### src/rtl/pcu_pkg.sv
package pcu_pkg;
  localparam int PC_W   = 13;
  localparam int LO_W   = 8;
  localparam int HI_W   = PC_W - LO_W;
  localparam int TGT_W  = 11;
  localparam int PAGE_W = PC_W - TGT_W;
  localparam logic [PC_W-1:0] RESET_VEC = 13'h0000;
  localparam logic [PC_W-1:0] IRQ_VEC   = 13'h0004;
endpackage

### src/rtl/pcu_rstack.sv
module pcu_rstack #(
  parameter int DEPTH = 8,
  parameter int W     = 13
) (
  input  logic         clk,
  input  logic         rst,
  input  logic         push,
  input  logic         pop,
  input  logic [W-1:0] push_val,
  output logic [W-1:0] top_val
);
  localparam int PTR_W = $clog2(DEPTH);

  logic [W-1:0]     mem [DEPTH];
  logic [PTR_W-1:0] sp;
  logic [PTR_W-1:0] sp_dec;

  assign sp_dec  = sp - PTR_W'(1);
  assign top_val = mem[sp_dec];

  // Storage has no reset so it can map onto a small RAM.
  always_ff @(posedge clk) begin
    if (push) mem[sp] <= push_val;
  end

  always_ff @(posedge clk) begin
    if (rst)       sp <= '0;
    else if (push) sp <= sp + PTR_W'(1);
    else if (pop)  sp <= sp_dec;
  end

  // the pointer wraps in both directions
  a_r8_push_wrap: assert property (@(posedge clk) disable iff (rst)
    push |=> sp == $past(sp) + PTR_W'(1));
  a_r8_pop_wrap: assert property (@(posedge clk) disable iff (rst)
    (pop && !push) |=> sp == $past(sp) - PTR_W'(1));
  // the selector never pushes and pops in one cycle
  a_r11_excl: assert property (@(posedge clk) disable iff (rst)
    $onehot0({push, pop}));
endmodule

### src/rtl/pcu_sel.sv
module pcu_sel
  import pcu_pkg::*;
(
  input  logic [PC_W-1:0]  pc_q,
  input  logic [HI_W-1:0]  hold_q,
  input  logic             adv_en,
  input  logic             lo_we,
  input  logic [LO_W-1:0]  lo_data,
  input  logic             br_en,
  input  logic             br_link,
  input  logic [TGT_W-1:0] br_tgt,
  input  logic             ret_en,
  input  logic             irq_en,
  input  logic [PC_W-1:0]  pop_val,
  output logic [PC_W-1:0]  pc_nxt,
  output logic             push,
  output logic             pop,
  output logic [PC_W-1:0]  push_val
);
  logic [PC_W-1:0] pc_inc;
  assign pc_inc = pc_q + PC_W'(1);

  always_comb begin
    pc_nxt   = pc_q;
    push     = 1'b0;
    pop      = 1'b0;
    push_val = pc_q;
    if (irq_en) begin
      push   = 1'b1;
      pc_nxt = IRQ_VEC;
    end else if (ret_en) begin
      pop    = 1'b1;
      pc_nxt = pop_val;
    end else if (br_en) begin
      pc_nxt = {hold_q[HI_W-1 -: PAGE_W], br_tgt};
      if (br_link) begin
        push     = 1'b1;
        push_val = pc_inc;
      end
    end else if (lo_we) begin
      pc_nxt = {hold_q, lo_data};
    end else if (adv_en) begin
      pc_nxt = pc_inc;
    end
  end
endmodule

### src/rtl/pcu_top.sv
module pcu_top
  import pcu_pkg::*;
#(
  parameter int MEM_WORDS   = 2048,
  parameter int STACK_DEPTH = 8,
  parameter int AW          = $clog2(MEM_WORDS)
) (
  input  logic              clk,
  input  logic              rst,
  input  logic              adv_en,
  input  logic              lo_we,
  input  logic [7:0]        lo_data,
  input  logic              br_en,
  input  logic              br_link,
  input  logic [10:0]       br_tgt,
  input  logic              ret_en,
  input  logic              irq_en,
  input  logic              hold_we,
  input  logic [4:0]        hold_data,
  output logic [12:0]       pc_q,
  output logic [AW-1:0]     fetch_addr,
  output logic [4:0]        hold_q
);
  logic [PC_W-1:0] pc_nxt;
  logic [PC_W-1:0] push_val;
  logic [PC_W-1:0] pop_val;
  logic            push;
  logic            pop;

  pcu_sel u_sel (
    .pc_q     (pc_q),
    .hold_q   (hold_q),
    .adv_en   (adv_en),
    .lo_we    (lo_we),
    .lo_data  (lo_data),
    .br_en    (br_en),
    .br_link  (br_link),
    .br_tgt   (br_tgt),
    .ret_en   (ret_en),
    .irq_en   (irq_en),
    .pop_val  (pop_val),
    .pc_nxt   (pc_nxt),
    .push     (push),
    .pop      (pop),
    .push_val (push_val)
  );

  pcu_rstack #(.DEPTH(STACK_DEPTH), .W(PC_W)) u_stack (
    .clk      (clk),
    .rst      (rst),
    .push     (push),
    .pop      (pop),
    .push_val (push_val),
    .top_val  (pop_val)
  );

  always_ff @(posedge clk) begin
    if (rst) pc_q <= RESET_VEC;
    else     pc_q <= pc_nxt;
  end

  always_ff @(posedge clk) begin
    if (rst)          hold_q <= '0;
    else if (hold_we) hold_q <= hold_data;
  end

  assign fetch_addr = pc_q[AW-1:0];

  // lone advance steps by one, wrapping at 13 bits
  a_r2_advance: assert property (@(posedge clk) disable iff (rst)
    (adv_en && !lo_we && !br_en && !ret_en && !irq_en) |=> pc_q == $past(pc_q) + 13'd1);
  // interrupt entry lands on the vector
  a_r6_vector: assert property (@(posedge clk) disable iff (rst)
    irq_en |=> pc_q == IRQ_VEC);
  // page bits of a jump come from latch bits 4:3
  a_r4_page: assert property (@(posedge clk) disable iff (rst)
    (br_en && !ret_en && !irq_en) |=> pc_q[12:11] == $past(hold_q[4:3]));
  // latch holds unless written
  a_r9_hold_stable: assert property (@(posedge clk) disable iff (rst)
    !hold_we |=> $stable(hold_q));
endmodule

### config.mk
export PLATFORM = sky130hd
export DESIGN_NAME = pcu_top
export DESIGN_NICKNAME = d
export VERILOG_FILES = /design/src/rtl/pcu_pkg.sv /design/src/rtl/pcu_rstack.sv /design/src/rtl/pcu_sel.sv /design/src/rtl/pcu_top.sv
export SDC_FILE = /design/constraint.sdc
export NUM_CORES = 1
export LEC_CHECK = 0
export BUFFER_PORTS_ARGS = -buffer_cell sky130_fd_sc_hd__buf_2
export CAP_MARGIN = 10
export CORE_MARGIN = 2
export CORE_UTILIZATION = 49
export CTS_BUF_LIST = sky130_fd_sc_hd__clkbuf_2
export DETAILED_ROUTE_END_ITERATION = 7
export PLACE_DENSITY = 0.71
export SLEW_MARGIN = 20
export SYNTH_ARGS = -nofsm -noshare
export SYNTH_HDL_FRONTEND = slang
export SYNTH_SLANG_ARGS = --single-unit
### constraint.sdc
create_clock -name clk -period 3.1 [get_ports clk]
set_clock_uncertainty 0.05 [all_clocks]
set_input_delay 0.155 -clock clk [delete_from_list [all_inputs] [get_ports clk]]
set_output_delay 0.155 -clock clk [all_outputs]
set_load 0.005 [all_outputs]
# --- After elaboration in Yosys (flattened, before gate mapping) ---
# Memories as Yosys holds them, arrays and structs flattened.
# Index checks and enable logic that the tools add are counted.
word_totals:
  latch_bits: 0
  memories: 1
  out_inout_bits: 29
  wordCells: 31
  ram_bits: 104
  register_bits: 21
  in_bits: 33
  rom_bits: 0
memory_table:
  columns: ["name", "depth", "word_bits", "read_ports", "rd_ports_with_merged_regs", "write_ports", "line", "text"]
  rows:
  - ["u_stack.mem", 8, 13, 1, 0, 1, "pcu_rstack.sv:14", "logic [W-1:0] mem [DEPTH];"]
classes:
  shifts: 0
  div: 0
  eq_ne: 0
  n_bitwise: 0
  magnitude_cmp: 0
  n_addsub: 3
  muxes: 19
  reduce_logical: 4
  n_mul: 0
ops:
  columns: ["op", "count"]
  rows:
  - ["two-way mux 13 bit", 8]
  - ["adder 13 x 1 -> 13 bit (second input constant)", 1]
  - ["two-way mux 3 bit", 3]
  - ["two-way mux 1 bit", 8]
  - ["nonzero test 5 bit", 1]
  - ["nonzero test 4 bit", 1]
  - ["adder 3 x 1 -> 3 bit (second input constant)", 1]
  - ["subtractor 3 x 1 -> 3 bit (second input constant)", 1]
  - ["nonzero test 2 bit", 1]
  - ["OR reduction 2 bit", 1]

# --- Logic depth before layout (Yosys ltp) ---
# Gate-level depths: netlist (run 1).
logic_depth:
  word_depth: 6
  mapped_depth: 10
  depth_no_buf: 7

# --- Modules after synthesis ---
# From an unflattened synthesis (run 1), not the netlist that was laid out.
unflattened:
  cells_unflattened: 468
  hier_area_um2: 5914.4
by_module_without_submodules:
  columns: ["module", "seq_area_each_um2", "n_inst", "cells_each", "area_each_um2"]
  rows:
  - ["pcu_rstack", 3183.1, 1, 271, 4346.7]
  - ["pcu_sel", 0.0, 1, 143, 949.7]
  - ["pcu_top", 360.3, 1, 54, 618.1]

# --- Worst setup path before layout (run 1) ---
# Ideal clock, no wire load.
synth_timing:
  kind: "in2reg"
  startpoint: "input br_en"
  endpoint: "memory u_stack.mem[0][0], enable pin"
  path_stages: 5
  arrival_ps: 2422
  setup_time_ps: 417
  slack_ps: 211
  t_required_ps: 2633
  path_cell_list: "clkbuf_1 > clkbuf_1 > clkbuf_1 > a31oi_1 > nor4_1"
synth_between:
  elab_chain_cells: 5
synth_rtl:
  columns: ["element", "line", "text"]
  rows:
  - ["start, declared", "pcu_top.sv:13", "input logic br_en,"]
  - ["two-way mux 1 bit", "pcu_sel.sv:34", "end else if (br_en) begin"]
  - ["two-way mux 1 bit", "pcu_sel.sv:31", "end else if (ret_en) begin"]
  - ["two-way mux 1 bit", "pcu_sel.sv:28", "if (irq_en) begin"]
  - ["two-way mux 1 bit", "pcu_rstack.sv:23", "if (push) mem[sp] <= push_val;"]
  - ["two-way mux 1 bit (implied by the code)", "pcu_rstack.sv:23", null]
  - ["end, declared", "pcu_rstack.sv:14", null]
# No other way between the ends.

# --- Worst setup path in the final report (run 1) ---
layout_timing:
  startpoint: "register u_stack.sp[1]"
  endpoint: "register pc_q[8]"
layout_between:
  elab_chain_cells: 3
layout_rtl:
  columns: ["element", "line", "text"]
  rows:
  - ["start, declared", "pcu_rstack.sv:15", "logic [PTR_W-1:0] sp;"]
  - ["start signal, assigned", "pcu_rstack.sv:28", "else if (push) sp <= sp + PTR_W'(1);"]
  - ["start signal, assigned", "pcu_rstack.sv:29", "else if (pop) sp <= sp_dec;"]
  - ["subtractor 3 x 1 -> 3 bit", "pcu_rstack.sv:18", "assign sp_dec = sp - PTR_W'(1);"]
  - ["memory read (8 x 13 bit)", null, null]
  - ["two-way mux 13 bit", "pcu_sel.sv:31", null]
  - ["end signal, assigned", "pcu_top.sv:59", "else pc_q <= pc_nxt;"]
  - ["end, declared", "pcu_top.sv:20", "output logic [12:0] pc_q,"]
# No other way between the ends.
# A chain may end at the register's enable or synchronous reset.

==> results.tsv, run 1 <==
metric	value	unit
synth_top_area_share	0.5515	
routed_via_density	5.876	
arrival	3.55	ns
cpMaxStageDelayCell	ha_1	
synth-edff-count	104	
synth.most_common_cell	edfxtp_1	
cts_sinks	125	
ys_ff_latch	125	
wl_met2	6.902	mm
syn-cell-area	5663	um^2
drt-initial-drc-count	479	
clock_latency	0.65	ns
cts_tree	built	
critPathLaunchType	register	
antenna_left	0	
cp-end-kind	register	
status	complete, no violations	
critPathKind	register to register	
track_usage	0.2348	
rows	39	
max_freq	329.9	MHz
synth_ff_type	edfxtp_1	
fin_crit_sh	0.9778	
n_fill_cell	880	
wirelength	14.20	mm
vdd_drop_max	0.3035	mV
synth_cell_type_count	52	
async_reset_ff_frac	0	
wl_met1	5.904	mm
pwr_density_cell	576.5	nW/um^2
wl_per_cell	21.48	um
synth_area_per_cell	14.12	um^2
ys_top_cells_by_area	edfxtp_1 55%, mux4_2 9.9%, dfxtp_1 7.4%	
first_pass_iters	6	
grt_pass1_wl	21.82	mm
dp_slack	0.6361	ns
worstPathRequired	3.62	ns
crit_chain	inv_1, ha_1, buf_12, mux4_2, mux2_2, o221ai_1, a21oi_1, dlygate4sd3_1	
numPortBuffers	61	
nNetsFinal	540	
grt_max_degree	31	
yosys.area.top_type	edfxtp_1	
grt_overflow	0	
vias	3884	
min_path_type	input port to register	
die_x	111.5	um
initial_utilization	0.4981	
crit_fanout	22	
die_height	111.5	um
maxUsedRoutingLayer	met4	
antenna_found_initial	1	
seq_area_frac_synth	0.6257	
core	11370	um^2
worstMarginPinSlew	0.7110	ns
cts_root_buf	clkbuf_2	
setup_viol	0	
drc	0	
final_hold_viol_count	0	
clock_path_buffers	2	
maxSlewViolCount	0	
gp_congestion	0.8839	
area_growth	21.12	%
die_area	12430	um^2
synthTopCellsByCount	104 x edfxtp_1, 28 x nand2_1, 27 x nor2_1, 25 x mux4_2, 21 x dfxtp_1	
ios	62	
power	0.003955	W
yosys_warnings	0	
synthesis.nets	437	
grt_pass1_vias	3887	
synthCells	401	
htree_levels	4	
dpl.hpwl	9.027	mm
drive_above_1_share	0.2940	
cts.clk_slew.worst_paths	0.19	ns
wl_met3	1.136	mm
post-route-worst-setup-slack	0.06893	ns
layout_min_cycle_time	3.031	ns
relSlewSlack	0.5234	
cellLeakagePower	2.548	nW
numCtsBuffers	17	
cp_slowest_stage_delay	0.58	ns
max_cap_violations	0	
## worst max-delay path, delay by kind of cell (launching register included)
family	cells	cell delay, ns
adders and majority gates	1	0.58
buffers and inverters	3	0.94
AOI/OAI and AO/OA	2	0.29
DFF	1	0.52
muxes	2	0.58
## logic make-up (layout without fill, tap and decap cells)
group | count (synthesis) | in the layout | share of synthesized area
xor gates and xnor gates | 19 | 19 | 0.03270
other | 0 | 1 | 0
adders and majority gates | 3 | 3 | 0.006629
AOI/OAI and AO/OA | 64 | 64 | 0.07490
buffers and inverters | 48 | 164 | 0.04176
and+or+nand+nor | 98 | 98 | 0.08175
DFF | 125 | 125 | 0.6257
muxes | 44 | 44 | 0.1365
## flip-flops by register name, indices dropped and copies added, names as in the netlist
name and cells:
u_stack.sp 3, hold_q 5, u_stack.mem 104, pc_q 13
## layout by cell type, fill, tap and decap left out, drive strengths merged, types with 3 or more instances in the layout
cell type | netlist | routed
edfxtp | 104 | 104
buf | 23 | 80
dlygate4sd3 | 0 | 41
nand2 | 28 | 28
nor2 | 27 | 27
mux4 | 26 | 26
dfxtp | 21 | 21
a21oi | 20 | 20
clkbuf | 14 | 17
mux2i | 15 | 15
nor3 | 14 | 14
inv | 11 | 13
xnor2 | 12 | 12
o21ai | 12 | 12
xor2 | 7 | 7
clkinv | 0 | 7
nor2b | 6 | 6
nand3 | 6 | 6
o22ai | 5 | 5
bufinv | 0 | 5
a221oi | 4 | 4
o31ai | 3 | 3
or2 | 3 | 3
a211oi | 3 | 3
o211a | 3 | 3
mux2 | 3 | 3
ha | 3 | 3
## worst paths after layout
| kind | startpoint | endpoint | slack (ns) | depth (start not counted) |
|---|---|---|---|---|
| max reg2reg | u_stack.sp[1] | pc_q[8] | 0.07 | 8 |
| max | u_stack.sp[1] | pc_q[8] | 0.07 | 8 |
| min | lo_data[5] | pc_q[5] | 0.1 | 5 |
| min reg2reg | pc_q[6] | pc_q[6] | 0.59 | 2 |
## per-stage QoR
| step | instances | TNS, ns | utilization | instance area [um^2] | hold slack [ns] |
|---|---|---|---|---|---|
| 6_report | 661 | 0 | 0.6033 | 6859 | 0.09727 |
| 5_1_grt | 661 | -0.005953 | 0.6033 | 6859 | 0.07281 |
| 4_1_cts | 657 | 0 | 0.6004 | 6827 | 0.008641 |
| 3_5_place_dp | 584 | 0 | 0.5376 | 6112 | 0.3552 |
| 3_3_place_gp | 584 | 0 | 0.5376 | 6112 | 0.3444 |
| 2_1_floorplan | 401 | 0 | - | 5663 | 0.2523 |
## routing by layer
layer	global-route usage	vias to the layer above
li1	-	1740
met1	0.3083	1939
met2	0.3882	185
met3	0.05879	20
met4	0.07572	0
met5	0	-
## timing repair
item                       4_1_cts  5_1_grt
hold buffers                    41        0
setup buffers                    0        3
setup endpoints to repair        0        1
hold endpoints to repair        20        0
gates resized for setup          0        3
## where the power goes
part	total [W]	switching, W	internal, W
Clock	0.00122	0.000607	0.000611
Sequential	0.00200	0.0000676	0.00193
Combinational	0.000735	0.000385	0.000350
Total	0.00395	0.00106	0.00290
## layout make-up
type | instances | area (um^2) | area share
antenna | 1 | 2.502 | 0.0003648
clock buffer | 17 | 85.08 | 0.01240
clock inverter | 15 | 219.0 | 0.03192
inverter | 11 | 41.29 | 0.006020
multi-input combinational | 228 | 1914 | 0.2791
sequential | 125 | 3547 | 0.5171
tap | 143 | 178.9 | 0.02609
timing repair buffer | 121 | 870.8 | 0.1270
(Power assumes the default switching activity.)
==> run 2: changes to the inputs <==
--- a/config.mk
+++ b/config.mk
@@ -7,11 +7,12 @@
 export LEC_CHECK = 0
 export BUFFER_PORTS_ARGS = -buffer_cell sky130_fd_sc_hd__buf_2
 export CAP_MARGIN = 10
+export CORE_ASPECT_RATIO = 2
 export CORE_MARGIN = 2
-export CORE_UTILIZATION = 49
+export CORE_UTILIZATION = 30
 export CTS_BUF_LIST = sky130_fd_sc_hd__clkbuf_2
 export DETAILED_ROUTE_END_ITERATION = 7
-export PLACE_DENSITY = 0.71
+export PLACE_DENSITY = 0.48
 export SLEW_MARGIN = 20
 export SYNTH_ARGS = -nofsm -noshare
 export SYNTH_HDL_FRONTEND = slang
==> results.tsv, run 2 (synthesis results as in run 1) <==
metric	value	unit
status	complete, no violations	
grt_pass1_wl	23.15	mm
cp-end-kind	register	
cellLeakagePower	2.514	nW
final_common_cell	edfxtp_1	
clock_path_buffers	2	
drive_above_1_share	0.2849	
grt_pass1_vias	4048	
routed_via_density	5.178	
vias	3811	
pwr_density_cell	554.3	nW/um^2
fin_crit_sh	0.8781	
r2r-start	u_stack.sp[0]	
hold_depth	5	
n_fill_cell	1792	
ios	62	
initial_utilization	0.3036	
dpl.hpwl	10.56	mm
nNetsFinal	539	
largestRegisters	u_stack.mem: 104 flops, pc_q: 13 flops, hold_q: 5 flops	
grt_setup_unrepaired	false	
numCtsBuffers	17	
antenna_left	0	
mostFrequentLayoutCells	104 x edfxtp_1, 61 x buf_2, 41 x dlygate4sd3_1	
final_hold_viol_count	0	
track_usage	0.1599	
die_x	101.2	um
htree_levels	4	
max_freq	367.4	MHz
met3_usage	0.03000	
finalSetupTns	0	ns
met2_usage	0.3044	
relSlewSlack	0.5411	
dpl-instance-area	6235	um^2
clock_latency	0.69	ns
core	18660	um^2
antenna_found_initial	1	
holdCritStartpoint	lo_we	
numPortBuffers	61	
maxSlewViolCount	0	
final_cell_area	6903	um^2
crit_fanout	30	
grt_max_degree	31	
area_growth	21.90	%
r2r_end	pc_q[8]	
max_cap_violations	0	
die_area	20060	um^2
wirelength	15.23	mm
critPathLaunchType	register	
rows	71	
reg2reg_depth	6	
cts.clk_slew.worst_paths	0.21	ns
worstMarginPinSlew	0.6834	ns
final_util	0.3700	
worstPathRequired	3.66	ns
wl_per_cell	20.69	um
grt_use_met1	0.1651	
drc	0	
post-route-worst-setup-slack	0.3778	ns
gp_congestion	0.8292	
setup_viol	0	
ff2ff_setup_slack	0.38	ns
cts_tree	built	
top_register	u_stack.mem	
die_height	198.3	um
cts_sinks	125	
drt-initial-drc-count	185	
busiest_layer	met2	
largest_register_ffs	104	
layout_min_cycle_time	2.722	ns
hold-worst-slack	0.07799	ns
arrival	3.29	ns
grt_overflow	0	
vdd_drop_max	0.2268	mV
min_to	pc_q[9]	
critPathKind	register to register	
min_path_type	input port to register	
cts_root_buf	clkbuf_2	
first_pass_iters	4	
dp_slack	0.5815	ns
-- run 2: final cells by class --
cell class	instances	area (um^2)	area share
Sequential cell	125	3545	0.5135
Multi-Input combinational cell	228	1922	0.2784
Timing Repair Buffer	120	863.3	0.1251
Tap cell	219	274.0	0.03970
Clock inverter	15	170.2	0.02465
Clock buffer	17	85.08	0.01233
Inverter	11	41.29	0.005982
Antenna cell	1	2.502	0.0003625
-- run 2: report_power, final --
group,internal (W),switching [W],total [W]
combinational,0.000348,0.000390,0.000738
sequential,0.00193,0.0000658,0.00200
clock,0.000447,0.000641,0.00109
-- run 2: worst max-delay path, stage by stage, from the launching register on --
cell           delay [ns]
dfxtp_2              0.37
buf_4                0.52
mux4_2               0.58
mux2_2               0.31
o221ai_1             0.20
a21oi_1              0.07
dlygate4sd3_1        0.55
-- run 2: layer usage --
| metal | wire (um) | vias up |
|---|---|---|
| met5 | 0 | - |
| met4 | 340 | 0 |
| met3 | 537 | 20 |
| met2 | 8631 | 123 |
| met1 | 5716 | 1933 |
| li1 | - | 1735 |
-- run 2: worst max path at each step --
stage | start | end | slack (ns) | depth (start not counted)
2_1_floorplan | br_en | u_stack.mem[0][0] | 0.21 | 5
3_3_place_gp | pc_q[2] | u_stack.mem[5][11] | 0.72 | 5
3_5_place_dp | pc_q[2] | u_stack.mem[4][11] | 0.58 | 5
4_1_cts | u_stack.sp[0] | pc_q[8] | 0.36 | 6
5_1_grt | u_stack.sp[0] | pc_q[8] | 0.24 | 6
6_report | u_stack.sp[0] | pc_q[8] | 0.38 | 6
-- run 2: what timing repair did --
item / 4_1_cts / 5_1_grt
resized for setup: 0 / 0
endpoints found under the hold margin: 21 / 0
buffers inserted: 0 / 0
hold buffers: 41 / 0
-- run 2: through the flow --
stage	power, W	instances
finish	0.003826	736
floorplan	0.002493	401
CTS	0.003887	735
global route	0.004001	736
detailed placement	0.002742	662
global placement	0.002727	662
==> run 3: changes to the inputs <==
--- a/config.mk
+++ b/config.mk
@@ -12,7 +12,10 @@
 export CORE_UTILIZATION = 30
 export CTS_BUF_LIST = sky130_fd_sc_hd__clkbuf_2
 export DETAILED_ROUTE_END_ITERATION = 7
+export GPL_ROUTABILITY_DRIVEN = 0
 export PLACE_DENSITY = 0.48
+export RECOVER_POWER = 50
+export SETUP_SLACK_MARGIN = 0.2
 export SLEW_MARGIN = 20
 export SYNTH_ARGS = -nofsm -noshare
 export SYNTH_HDL_FRONTEND = slang
==> results.tsv, run 3 (synthesis results as in run 1) <==
metric	value	unit
cts_resized	0	
grt_pass1_wl	23.15	mm
hold_buffers	41	
grt_overflow	0	
max_cap_violations	0	
maxSlewViolCount	0	
critPathKind	register to register	
post-route-worst-setup-slack	0.3837	ns
place_inst	662	
setup_viol	0	
area_growth	20.42	%
vias	3783	
clock_latency	0.71	ns
n_fill_cell	1812	
final_util	0.3655	
fin_crit_sh	0.8762	
first_pass_iters	4	
die_area	20060	um^2
critPathLaunchType	register	
cts_root_buf	clkbuf_2	
max_freq	368.1	MHz
finalSetupTns	0	ns
register_area	3543	um^2
crit_fanout	30	
die_height	198.3	um
grt_pass1_vias	4048	
drc	0	
dp_slack	0.5815	ns
cts_tree	built	
wl_per_cell	20.78	um
grt_max_degree	31	
layout_min_cycle_time	2.716	ns
clock_path_buffers	2	
cp-end-kind	register	
initial_utilization	0.3036	
hold_depth	5	
arrival	3.31	ns
vdd_drop_max	0.2224	mV
nNetsFinal	539	
cts_sinks	125	
numCtsBuffers	17	
mostFrequentLayoutCells	104 x edfxtp_1, 44 x buf_2, 41 x dlygate4sd3_1	
postCtsSetupBuffers	0	
worstPathRequired	3.69	ns
final_common_cell	edfxtp_1	
status	complete, no violations	
drive_above_1_share	0.2248	
routed_via_density	5.140	
worstMarginPinSlew	1.108	ns
antenna_left	0	
top_register	u_stack.mem	
final_hold_viol_count	0	
relSlewSlack	0.2615	
min_path_type	input port to register	
grt_setup_unrepaired	false	
ios	62	
reg2reg_depth	6	
htree_levels	4	
largest_register_ffs	104	
pwr_density_cell	559.3	nW/um^2
final_cells	736	
antenna_found_initial	1	
wirelength	15.29	mm
cts.clk_slew.worst_paths	0.21	ns
cellLeakagePower	2.402	nW
numPortBuffers	61	
track_usage	0.1599	
multiInputGateArea	1894	um^2
dpl.hpwl	10.56	mm
largestRegisters	u_stack.mem: 104 flops, pc_q: 13 flops, hold_q: 5 flops	
rows	71	
power	0.003814	W
core	18660	um^2
die_x	101.2	um
drt-initial-drc-count	170	
==> run 3: final timing paths <==
kind / start / to / slack [ns]
worst max-delay path: u_stack.sp[0] / pc_q[8] / 0.38
worst min-delay path: lo_we / pc_q[9] / 0.06
worst max register to register: u_stack.sp[0] / pc_q[8] / 0.38
worst min register to register: pc_q[6] / pc_q[6] / 0.55
==> run 3: layout make-up <==
| cell class | count | area share |
|---|---|---|
| antenna | 1 | 0.0003670 |
| clock buffer | 17 | 0.01248 |
| clock inverter | 15 | 0.02495 |
| inverter | 11 | 0.006055 |
| multi-input combinational | 228 | 0.2778 |
| sequential | 125 | 0.5196 |
| tap | 219 | 0.04018 |
| timing repair buffer | 120 | 0.1185 |
==> run 3: stage by stage <==
step / cell area (um^2) / hold slack (ns)
2_1_floorplan: 5663 / 0.2523
3_3_place_gp: 6235 / 0.3429
3_5_place_dp: 6235 / 0.3482
4_1_cts: 6900 / 0.002605
5_1_grt: 6819 / 0.04133
6_report: 6819 / 0.05710
==> run 3: power breakdown <==
part / switching [W] / internal (W) / leakage [nW]
combinational: 0.000387 / 0.000335 / 1.11
clock: 0.000645 / 0.000447 / 0.147
sequential: 0.0000645 / 0.00194 / 1.14
==> run 3: worst max-delay path: stages (launching register included) <==
cell and delay, ns:
dfxtp_1 0.37, buf_4 0.51, mux4_2 0.57, mux2_2 0.31, o221ai_1 0.20, a21oi_1 0.07, dlygate4sd3_1 0.55
==> run 3: metal layers <==
metal  vias up  global-route usage  part of all wire
met1      1902              0.1651              0.37
li1       1738                   -                 -
met5         -                   0                 0
met2       122              0.3044              0.57
met3        21             0.03000             0.037
met4         0             0.06807             0.024
